**src/rtl/mbx_pkg.sv**
```systemverilog
package mbx_pkg;

  // Qualified write strobe: selected, memory space, not held off by busy.
  function automatic logic wr_strobe(input logic sel_n, input logic rd_wr,
                                     input logic sem_n, input logic busy_n);
    return !sel_n && !rd_wr && sem_n && busy_n;
  endfunction

  // Qualified read strobe: as above, plus output enable active.
  function automatic logic rd_strobe(input logic sel_n, input logic rd_wr,
                                     input logic oe_n, input logic sem_n,
                                     input logic busy_n);
    return !sel_n && rd_wr && !oe_n && sem_n && busy_n;
  endfunction

endpackage

```
**src/rtl/mbx_port_dec.sv**
```systemverilog
module mbx_port_dec #(
  parameter int ADDR_W = 13,
  parameter logic [ADDR_W-1:0] OWN_BOX  = '1,
  parameter logic [ADDR_W-1:0] PEER_BOX = '1
) (
  input  logic              sel_n,
  input  logic              rd_wr,
  input  logic              oe_n,
  input  logic              sem_n,
  input  logic              busy_n,
  input  logic [ADDR_W-1:0] addr,
  output logic              ring_peer,
  output logic              ack_own
);
  import mbx_pkg::*;

  logic hit_peer, hit_own;

  always_comb begin
    hit_peer  = (addr == PEER_BOX);
    hit_own   = (addr == OWN_BOX);
    ring_peer = hit_peer && wr_strobe(sel_n, rd_wr, sem_n, busy_n);
    ack_own   = hit_own  && rd_strobe(sel_n, rd_wr, oe_n, sem_n, busy_n);
  end

endmodule

```
**src/rtl/mbx_flag.sv**
```systemverilog
module mbx_flag (
  input  logic clk,
  input  logic rst_n,
  input  logic set_i,
  input  logic clr_i,
  output logic irq_n_o
);

  logic flag_q;

  always_ff @(posedge clk or negedge rst_n) begin
    if (!rst_n)      flag_q <= 1'b0;
    else if (set_i)  flag_q <= 1'b1;
    else if (clr_i)  flag_q <= 1'b0;
  end

  assign irq_n_o = !flag_q;

  // flag is idle coming out of reset
  p_reset_idle_r1: assert property (@(posedge clk) !rst_n |=> !flag_q);

  // a set lands on the next edge, even with a clear present
  p_set_wins_r7: assert property (@(posedge clk) disable iff (!rst_n)
    set_i |=> !irq_n_o);

  // a lone clear retires the flag
  p_clear_r3: assert property (@(posedge clk) disable iff (!rst_n)
    (clr_i && !set_i) |=> irq_n_o);

  // nothing requested, nothing moves
  p_hold_r10: assert property (@(posedge clk) disable iff (!rst_n)
    (!set_i && !clr_i) |=> $stable(irq_n_o));

endmodule

```
**src/rtl/mbx_irq.sv**
```systemverilog
module mbx_irq #(
  parameter int ADDR_W = 13
) (
  input  logic              clk,
  input  logic              rst_n,
  input  logic              a_sel_n,
  input  logic              a_rd_wr,
  input  logic              a_oe_n,
  input  logic              a_sem_n,
  input  logic              a_busy_n,
  input  logic [ADDR_W-1:0] a_addr,
  input  logic              b_sel_n,
  input  logic              b_rd_wr,
  input  logic              b_oe_n,
  input  logic              b_sem_n,
  input  logic              b_busy_n,
  input  logic [ADDR_W-1:0] b_addr,
  output logic              a_irq_n,
  output logic              b_irq_n
);

  localparam int NSIDE = 2;
  localparam logic [ADDR_W-1:0] BOX_B = {ADDR_W{1'b1}};
  localparam logic [ADDR_W-1:0] BOX_A = BOX_B - 1'b1;

  logic              sel_n  [NSIDE];
  logic              rd_wr  [NSIDE];
  logic              oe_n   [NSIDE];
  logic              sem_n  [NSIDE];
  logic              busy_n [NSIDE];
  logic [ADDR_W-1:0] addr   [NSIDE];
  logic              ring   [NSIDE];  // side p rings the other side
  logic              ack    [NSIDE];  // side p acknowledges its own flag
  logic              irq_n  [NSIDE];

  always_comb begin
    sel_n[0] = a_sel_n;   sel_n[1] = b_sel_n;
    rd_wr[0] = a_rd_wr;   rd_wr[1] = b_rd_wr;
    oe_n[0]  = a_oe_n;    oe_n[1]  = b_oe_n;
    sem_n[0] = a_sem_n;   sem_n[1] = b_sem_n;
    busy_n[0] = a_busy_n; busy_n[1] = b_busy_n;
    addr[0]  = a_addr;    addr[1]  = b_addr;
  end

  for (genvar p = 0; p < NSIDE; p++) begin : g_side
    localparam logic [ADDR_W-1:0] OWN  = (p == 0) ? BOX_A : BOX_B;
    localparam logic [ADDR_W-1:0] PEER = (p == 0) ? BOX_B : BOX_A;

    mbx_port_dec #(.ADDR_W(ADDR_W), .OWN_BOX(OWN), .PEER_BOX(PEER)) u_dec (
      .sel_n    (sel_n[p]),
      .rd_wr    (rd_wr[p]),
      .oe_n     (oe_n[p]),
      .sem_n    (sem_n[p]),
      .busy_n   (busy_n[p]),
      .addr     (addr[p]),
      .ring_peer(ring[p]),
      .ack_own  (ack[p])
    );

    mbx_flag u_flag (
      .clk    (clk),
      .rst_n  (rst_n),
      .set_i  (ring[NSIDE-1-p]),
      .clr_i  (ack[p]),
      .irq_n_o(irq_n[p])
    );

    // a busy side produces no interrupt event
    p_busy_mute_r6: assert property (@(posedge clk) disable iff (!rst_n)
      !busy_n[p] |-> (!ring[p] && !ack[p]));

    // semaphore-space accesses produce no interrupt event
    p_sem_mute_r8: assert property (@(posedge clk) disable iff (!rst_n)
      !sem_n[p] |-> (!ring[p] && !ack[p]));

    // a deselected side produces no interrupt event
    p_desel_mute_r9: assert property (@(posedge clk) disable iff (!rst_n)
      sel_n[p] |-> (!ring[p] && !ack[p]));
  end

  assign a_irq_n = irq_n[0];
  assign b_irq_n = irq_n[1];

endmodule

```
**config.mk**
```make
export PLATFORM = sky130hd
export DESIGN_NAME = mbx_irq
export DESIGN_NICKNAME = d
export VERILOG_FILES = /design/src/rtl/mbx_pkg.sv /design/src/rtl/mbx_port_dec.sv /design/src/rtl/mbx_flag.sv /design/src/rtl/mbx_irq.sv
export SDC_FILE = /design/constraint.sdc
export NUM_CORES = 1
export LEC_CHECK = 0
export BUFFER_PORTS_ARGS = -buffer_cell sky130_fd_sc_hd__buf_4
export CAP_MARGIN = 10
export CORE_AREA = 4 4 41 43
export DETAILED_ROUTE_END_ITERATION = 8
export DIE_AREA = 0 0 45 47
export PLACE_DENSITY = 0.51
export SYNTH_ARGS = -nofsm -noshare
export SYNTH_HDL_FRONTEND = slang
export SYNTH_HIERARCHICAL = 1
export SYNTH_SLANG_ARGS = --single-unit
```
**constraint.sdc**
```tcl
create_clock -name clk -period 0.8 [get_ports clk]
set_input_delay 0.12 -clock clk [delete_from_list [all_inputs] [get_ports clk]]
set_output_delay 0.12 -clock clk [all_outputs]
set_load 0.02 [all_outputs]
```
Word-level counts from Yosys, hierarchy flattened

Index checks and enable logic that the tools add are counted.

Output and inout port bits: 2
Bits in registers: 2
Input bits: 38
Logic and storage cells: 38

Reduce and logical (&&, ||, !) cells: 28
Muxes and demuxes: 4
Equal/unequal tests: 4

Operators by type and width:

| cell                                   | number |
|---|---|
| == test 13 bit (second input constant) | 4 |
| logical AND 1 bit                      | 18 |
| zero test 1 bit                        | 8 |
| two-way mux 1 bit                      | 4 |
| nonzero test 2 bit                     | 2 |

Depth between registers and ports, before layout

Gate-level depths: netlist of the first run.

Depth after elaboration: 8
Gate-level depth with buffers: 4
Depth with buffers taken out: 4

Cells and area by module

Netlist of the first run, hierarchy kept.

Modules (own cells, without submodules):

| module                         | area an instance (um^2) | instances | cells each | sequential area each (um^2) |
|---|---|---|---|---|
| mbx_flag                       | 40.0                    | 2         | 3          | 25.0 |
| mbx_port_dec (g_side[1].u_dec) | 55.1                    | 1         | 7          | 0.0 |
| mbx_port_dec (g_side[0].u_dec) | 51.3                    | 1         | 8          | 0.0 |

Worst setup path after synthesis of the first run

No wires, ideal clock.

Kind: input to register
Start: in b_addr[9]
End: reg g_side[1].u_flag.flag_q
Data arrival time: 0.760 ns
Path buffers: 0
Setup time: 0.124 ns
Setup slack: -0.084 ns
Data required time: 0.676 ns
Cell stages on the path: 4
Cells stage by stage: nand4_1 > nor4_1 > and4b_1 > o21bai_2

RTL lines:

| element              | RTL line       | text |
|---|---|---|
| from (decl)          | mbx_irq.sv:17  | `input logic [ADDR_W-1:0] b_addr,` |
| to (signal assigned) | mbx_flag.sv:12 | `if (!rst_n) flag_q <= 1'b0;` |
| to (signal assigned) | mbx_flag.sv:13 | `else if (set_i) flag_q <= 1'b1;` |
| to (signal assigned) | mbx_flag.sv:14 | `else if (clr_i) flag_q <= 1'b0;` |
| to (decl)            | mbx_flag.sv:9  | `logic flag_q;` |

Worst setup path after layout of the first run

Start: reg g_side[0].u_flag.flag_q
End: out a_irq_n

Cells in the longest elaborated chain, start to end: 1

Ends and longest elaborated chain:

| element                | RTL line       | text |
|---|---|---|
| from (decl)            | mbx_flag.sv:9  |  |
| from (signal assigned) | mbx_flag.sv:12 |  |
| from (signal assigned) | mbx_flag.sv:13 |  |
| from (signal assigned) | mbx_flag.sv:14 |  |
| zero test 1 bit        | mbx_flag.sv:17 | `assign irq_n_o = !flag_q;` |
| to (decl)              | mbx_irq.sv:18  | `output logic a_irq_n,` |

Every way passes these cells.

==> results by group, run 1 <==
Run status
  – Status: complete, but fails checks
  – Failing checks: negative setup slack

Timing
  – Tcrit/Tclk final: 109%
  – RSZ-0062 raised after global routing: true
  – Final Max Tran Viols: 0
  – Final worst slack: -71.0 ps
  – Clk_skew: 0 ps
  – Achievable Freq: approximately 1100 MHz
  – Final hold vios: 0
  – Slew HR: 82.7%
  – Least-Margin Pin Slew: between 200 and 300 ps
  – Fin Hold WS: about 220 ps
  – Final setup vio count: 3
  – Period minus WS final: slightly below 900 ps

Pwr
  – Power Internal: ~0.39 mW
  – Clk pwr share: between 40% and 50%
  – NetSw: 0.0872 mW
  – Power Density: between 800 and 900 nW/um^2
  – Worst VDD drop: 0.257 mV
  – Gate power share: 33.4%
  – Switching Share: between 15 and 20%
  – Sequential share of power: 21.2%
  – Leakage: 0.295 nW

Floorplanning
  – Initial core utilization: between 10 and 15%
  – I/O pin count: 40
  – Std-Cell Rows: 13
  – Width of the die: between 40 and 50 um
  – Core box area: ~1300 um^2
  – Die Y: between 40 and 50 um
  – Die area: about 2100 um^2

Critical path
  – WP buf/inv: 2
  – Crit Path Max Fanout: 2
  – Cells along the critical path: inv_2, buf_6
  – CP Data Arrival Time: 750 ps
  – Crit Path Category: flip-flop to output pin
  – CP endpoint kind: output pin
  – Slowest CP cell: dfrtp_1
  – CP startpoint kind: flip-flop
  – Max incr delay on CP: between 300 and 400 ps
  – Crit-path leading delay family: flip-flops
  – Critical Path RT: 680 ps

Logic synthesis
  – Area share of the largest cell type after synthesis: roughly 27%
  – Yosys warns: 6
  – Sequential share of the synthesized area: around 27%
  – Synthesized area: about 190 um^2
  – Top cells by area, synth: dfrtp_1 27%, nand4_1 20%, o21bai_2 12%
  – Syn Inst Count: 21
  – Synth area leader: dfrtp_1
  – Syn nets: 59
  – Avg Cell Area, Syn: between 8 and 9 um^2
  – Synth cell types: 11
  – Flops & latches, synth: 2

Finish
  – Layout area overhead: 213%
  – ANT cells: 0
  – Share of layout cells above drive strength 1: between 70 and 80%
  – Nets@finish: approximately 110
  – Biggest regs: g_side.u_flag/flag_q x2
  – Max FFs per register: 2
  – Largest Register: g_side.u_flag/flag_q
  – Filler instances: approximately 130
  – Layout Cells excl Fill: 82

Placement
  – Port-buffer cells: 39
  – Placed cells: between 70 and 80
  – RD Place Congestion: about 0.7
  – Place WS: -283 ps

Clocking
  – Root Driver: clkbuf_4
  – CTS Buf Count: 3
  – Longest Clk Path Bufs: 2
  – Number of clock sinks: 2
  – Clock Latency Late Sink: between 200 and 250 ps
  – Clock slew seen by the registers of the worst setup and hold paths: ~30 ps
  – TritonCTS clock tree: done
  – CTS HTree Levels: 1

Hold path
  – Worst hold-check path type: primary input to asynchronous set/reset pin

Detailed routing
  – Total wire length: roughly 900 um
  – Via density: about 4.2
  – Via count: between 300 and 400
  – Drt wl/cell: 11.0 um
  – Antenna-violating nets left: 0
  – Starting DRC count in detailed routing: 1
  – DR DRC count: 0
  – Drt pass-1 iters: 2

Global routing
  – GR Overflow Total: 0
  – Initial antenna violation count: 0
  – Vias in the first global route: 387
  – All-Layer GR Usage: 8.77%
  – First-pass GRT wire length: approximately 1400 um
  – Pin count of the biggest net entering global routing: 3

Flow run
  – Max cap viols: 0
-- path summary, 6_finish.rpt --
path,to,slack [ps],from,cells past startpoint
setup reg to reg,g_side[1].u_flag/flag_q$_DFFE_PN0P_,30,g_side[1].u_flag/flag_q$_DFFE_PN0P_,4
max in group asynchronous,g_side[1].u_flag/flag_q$_DFFE_PN0P_,490,rst_n,2
hold reg to reg,g_side[0].u_flag/flag_q$_DFFE_PN0P_,600,g_side[0].u_flag/flag_q$_DFFE_PN0P_,3
hold / removal,g_side[0].u_flag/flag_q$_DFFE_PN0P_,220,rst_n,2
min in group clk,g_side[0].u_flag/flag_q$_DFFE_PN0P_,220,b_addr[0],3
setup / recovery,a_irq_n,-70,g_side[0].u_flag/flag_q$_DFFE_PN0P_,2
-- per-stage QoR --
stage / utilization [%] / setup TNS (ps) / area, um^2 / total power [mW]
after floorplan: - / -139 / 186 / 0.114
after global placement: 38.3 / -454 / 498 / 0.253
after detailed placement: 38.3 / -532 / 498 / 0.255
after CTS: 43.5 / -186 / 566 / 0.493
after global routing: 44.9 / -320 / 584 / 0.519
final: 44.9 / -164 / 584 / 0.482
-- placed cells by master (no fill, tap or decap), drive strengths merged, types with 2 or more instances in the layout --
cell | synthesis | layout
buf | 0 | 42
clkbuf | 0 | 3
dfrtp | 2 | 2
inv | 2 | 2
nand3b | 2 | 2
nand4 | 6 | 6
nor4 | 2 | 2
o21bai | 2 | 2
-- worst register-to-register path, stage by stage (launching register included) --
cell and delay, ps:
dfrtp_1 320, inv_2 40, buf_4 120, buf_4 120, o21bai_2 100
-- area by class of cell --
type                       instances  area (um^2)  share of cell area (%)
multi-input combinational         17          141                    24.2
sequential                         2         50.0                    8.57
timing repair buffer              43          344                    58.9
clock buffer                       3         22.5                    3.85
inverter                           2         7.51                    1.28
tap                               15         18.8                    3.21
-- kinds of logic (layout without fill, tap and decap cells) --
| group | count (synthesis) | after routing | synth area share (%) |
|---|---|---|---|
| simple gates | 15 | 15 | 57.0 |
| compound gates | 2 | 2 | 12.1 |
| flops | 2 | 2 | 26.8 |
| buf+inv | 2 | 48 | 4.03 |
-- timing repair --
action                     in CTS  in global routing
buffers inserted                2                  1
setup endpoints to repair       4                  4
hold buffers                    1                  0
gates resized for setup         6                  3
pin swaps                       0                  1
hold endpoints to repair        2                  0
-- synth_stat cells --
master	count
nand4_1	6
nor3b_2	1
and3_1	1
and4b_1	1
nor4_1	2
nand3b_1	2
o21bai_2	2
inv_1	2
nor2_1	1
dfrtp_1	2
and3b_1	1
-- metal layers --
layer  up-vias  wire (um)  part of all wire, %  global-route usage, %
li1        178          -                    -                      -
met1       150        296                   33                   9.77
met2        17        514                   57                   15.8
met3         0         91                   10                   1.15
met4         0          0                    0                   5.26
met5         -          0                    0                      0
-- power groups by stage --
stage                     logic, mW  registers (mW)  clock network (mW)
after floorplan              0.0107           0.103                   0
after global placement        0.150           0.103                   0
after detailed placement      0.151           0.103                   0
after CTS                     0.158           0.102               0.233
after global routing          0.177           0.102               0.241
final                         0.161           0.102               0.219
No activity file was read; power rests on OpenSTA's default activity.
==> inputs of run 2 (changes only) <==
Settings changed: CELL_PAD_IN_SITES_DETAIL_PLACEMENT set to 0, CELL_PAD_IN_SITES_GLOBAL_PLACEMENT set to 2, CORE_AREA 4 4 41 43 to not set, CORE_MARGIN set to 4, CORE_UTILIZATION set to 10, DIE_AREA 0 0 45 47 to not set, PLACE_DENSITY 0.51 to 0.87, SKIP_CTS_REPAIR_TIMING set to 1.
==> run 2 against run 1 <==
The run still ends with negative setup slack left. Power increased by 0.42%. Worst setup slack better by 2.3 ps. Fmax increased by 0.26%. Utilization down 11 points. Wire length up 13%. Non-clock buffer count decreased by 1. Critical path depth stayed put. Via count shrank 4.3%. Critical path type unchanged.
==> results by group, run 2 (synthesis results as in run 1) <==
Pwr
  – Leakage: 0.292 nW (was 0.295 nW)
  – Worst VDD drop: 0.242 mV (was 0.257 mV)
  – Switching Share: 17.8% (was 18.1%)
  – Clk pwr share: 44.9% (was 45.4%)
  – PnR Total Power: 0.484 mW (was 0.482 mW)
  – Gate power share: 34.0% (was 33.4%)
  – Sequential share of power: 21.1% (was 21.2%)
  – Power Density: 811 nW/um^2 (was 825 nW/um^2)
  – Power Internal: 0.398 mW (was 0.395 mW)
  – NetSw: 0.0862 mW (was 0.0872 mW)

Global routing
  – All-Layer GR Usage: 8.01% (was 8.77%)
  – First-pass GRT wire length: 1440 um (was 1370 um)
  – GR Overflow Total: 0 (unchanged)
  – Pin count of the biggest net entering global routing: 3 (unchanged)
  – Initial antenna violation count: 0 (unchanged)
  – Vias in the first global route: 348 (was 387)

Detailed routing
  – DR DRC count: 0 (unchanged)
  – Via density: 3.63 (was 4.21)
  – Drt wl/cell: 11.2 um (was 11.0 um)
  – Drt pass-1 iters: 4 (was 2)
  – Antenna-violating nets left: 0 (unchanged)
  – Total wire length: 1020 um (was 902 um)
  – Via count: 330 (was 345)
  – Starting DRC count in detailed routing: 2 (was 1)

Clocking
  – Root Driver: clkbuf_4 (unchanged)
  – CTS HTree Levels: 1 (unchanged)
  – Clock Latency Late Sink: 220 ps (about the same)
  – TritonCTS clock tree: done (unchanged)
  – Clock slew seen by the registers of the worst setup and hold paths: 30 ps (about the same)
  – Longest Clk Path Bufs: 2 (unchanged)
  – CTS Buf Count: 3 (unchanged)
  – Number of clock sinks: 2 (unchanged)

Floorplanning
  – Width of the die: 51.2 um (was 45 um)
  – Die area: 2620 um^2 (was 2120 um^2)
  – Std-Cell Rows: 15 (was 13)
  – I/O pin count: 40 (unchanged)
  – Initial core utilization: 10.7% (was 14.3%)
  – Die Y: 51.2 um (was 47 um)
  – Core box area: 1750 um^2 (was 1300 um^2)

Timing
  – Clk_skew: 0 ps (unchanged)
  – Period minus WS final: 869 ps (was 871 ps)
  – Achievable Freq: 1150 MHz (about the same)
  – RSZ-0062 raised after global routing: true (unchanged)
  – Tcrit/Tclk final: 109% (about the same)
  – Final setup vio count: 2 (was 3)
  – Fin Setup TNS: -137 ps (was -164 ps)
  – Final Max Tran Viols: 0 (unchanged)
  – Least-Margin Pin Slew: 234 ps (was 257 ps)
  – Final worst slack: -68.7 ps (was -71.0 ps)
  – Slew HR: 84.3% (was 82.7%)
  – Final hold vios: 0 (unchanged)

Critical path
  – CP endpoint kind: output pin (unchanged)
  – Critical Path RT: 680 ps (about the same)
  – CP startpoint kind: flip-flop (unchanged)
  – Crit Path Max Fanout: 2 (unchanged)
  – Slowest CP cell: dfrtp_1 (unchanged)
  – Crit Path Category: flip-flop to output pin (unchanged)
  – Max incr delay on CP: 360 ps (about the same)
  – Cells along the critical path: inv_2, buf_6 (unchanged)
  – CP Data Arrival Time: 750 ps (about the same)

Placement
  – Placed cells: 85 (was 75)
  – Placed Area: 510 um^2 (was 498 um^2)
  – RD Place Congestion: 0.674 (was 0.693)
  – HPWL after DPL: 885 um
  – Port-buffer cells: 39 (unchanged)

Finish
  – Share of layout cells above drive strength 1: 77.3% (was 77.6%)
  – ANT cells: 0 (unchanged)
  – Largest Register: g_side.u_flag/flag_q (unchanged)
  – Layout area overhead: 220% (was 213%)
  – Nets@finish: 106 (was 107)
  – Biggest regs: g_side.u_flag/flag_q x2 (unchanged)
  – Commonest non-fill, non-tap cells in the layout: 34 x buf_4, 7 x buf_6, 6 x nand4_1 (was 37 x buf_4, 6 x nand4_1, 5 x buf_6)
  – Max FFs per register: 2 (unchanged)
  – Commonest non-fill, non-tap cell in the layout: buf_4 (unchanged)
  – Design area: 597 um^2 (was 584 um^2)
  – Layout Cells excl Fill: 91 (was 82)
  – Filler instances: 200 (was 133)

Run status
  – Failing checks: negative setup slack (unchanged)
  – Status: complete, but fails checks (unchanged)

Hold path
  – Worst hold-check path type: primary input to asynchronous set/reset pin (unchanged)

Flow run
  – Max cap viols: 0 (unchanged)
[run 2: changes by cell type in the layout (fill, tap and decap cells not counted)]
cell | before | now
buf_4 | 37 | 34
buf_6 | 5 | 7
[run 2: final timing paths]
path | start | end | slack, ps | cells past startpoint
setup / recovery | g_side[1].u_flag/flag_q$_DFFE_PN0P_ | b_irq_n | -70 | 2
hold / removal | rst_n | g_side[1].u_flag/flag_q$_DFFE_PN0P_ | 240 | 2
setup reg to reg | g_side[0].u_flag/flag_q$_DFFE_PN0P_ | g_side[0].u_flag/flag_q$_DFFE_PN0P_ | 110 | 3
hold reg to reg | g_side[1].u_flag/flag_q$_DFFE_PN0P_ | g_side[1].u_flag/flag_q$_DFFE_PN0P_ | 610 | 3
max in group asynchronous | rst_n | g_side[0].u_flag/flag_q$_DFFE_PN0P_ | 470 | 2
min in group clk | b_addr[0] | g_side[0].u_flag/flag_q$_DFFE_PN0P_ | 240 | 3
[run 2: layout make-up]
class	instances	area (um^2)	area share [%]
clock buffers	3	22.5	3.77
inverters	2	7.51	1.26
multi-input cells	17	141	23.7
flip-flops and latches	2	50.0	8.39
well taps	25	31.3	5.24
repair buffers	42	344	57.7
[run 2: power groups by stage]
stage | Sequential, mW | Clock, mW | Combinational (mW)
floorplan | 0.103 | 0 | 0.0107
global placement | 0.103 | 0 | 0.148
detailed placement | 0.103 | 0 | 0.150
CTS | 0.102 | 0.234 | 0.150
global route | 0.102 | 0.242 | 0.177
finish | 0.102 | 0.218 | 0.165
[run 2: worst max-delay path: cells and delay by family, from the launching register on]
family / cells / cell delay, ps
buf+inv: 2 / 170
flops: 1 / 360
[run 2: metal layers]
layer	part of all wire, %	GRT usage [%]
met1	34	7.85
met2	60	12.2
met3	4.9	4.37
met4	0.78	6.73
met5	0	0
[run 2: through the flow]
step,util (%),worst slack (ps),hold slack (ps)
2_1_floorplan,-,-82.2,-176
3_3_place_gp,29.2,-244,-96.7
3_5_place_dp,29.2,-267,-95.8
4_1_cts,30.5,-138,-335
5_1_grt,34.2,-105,229
6_report,34.2,-68.7,235
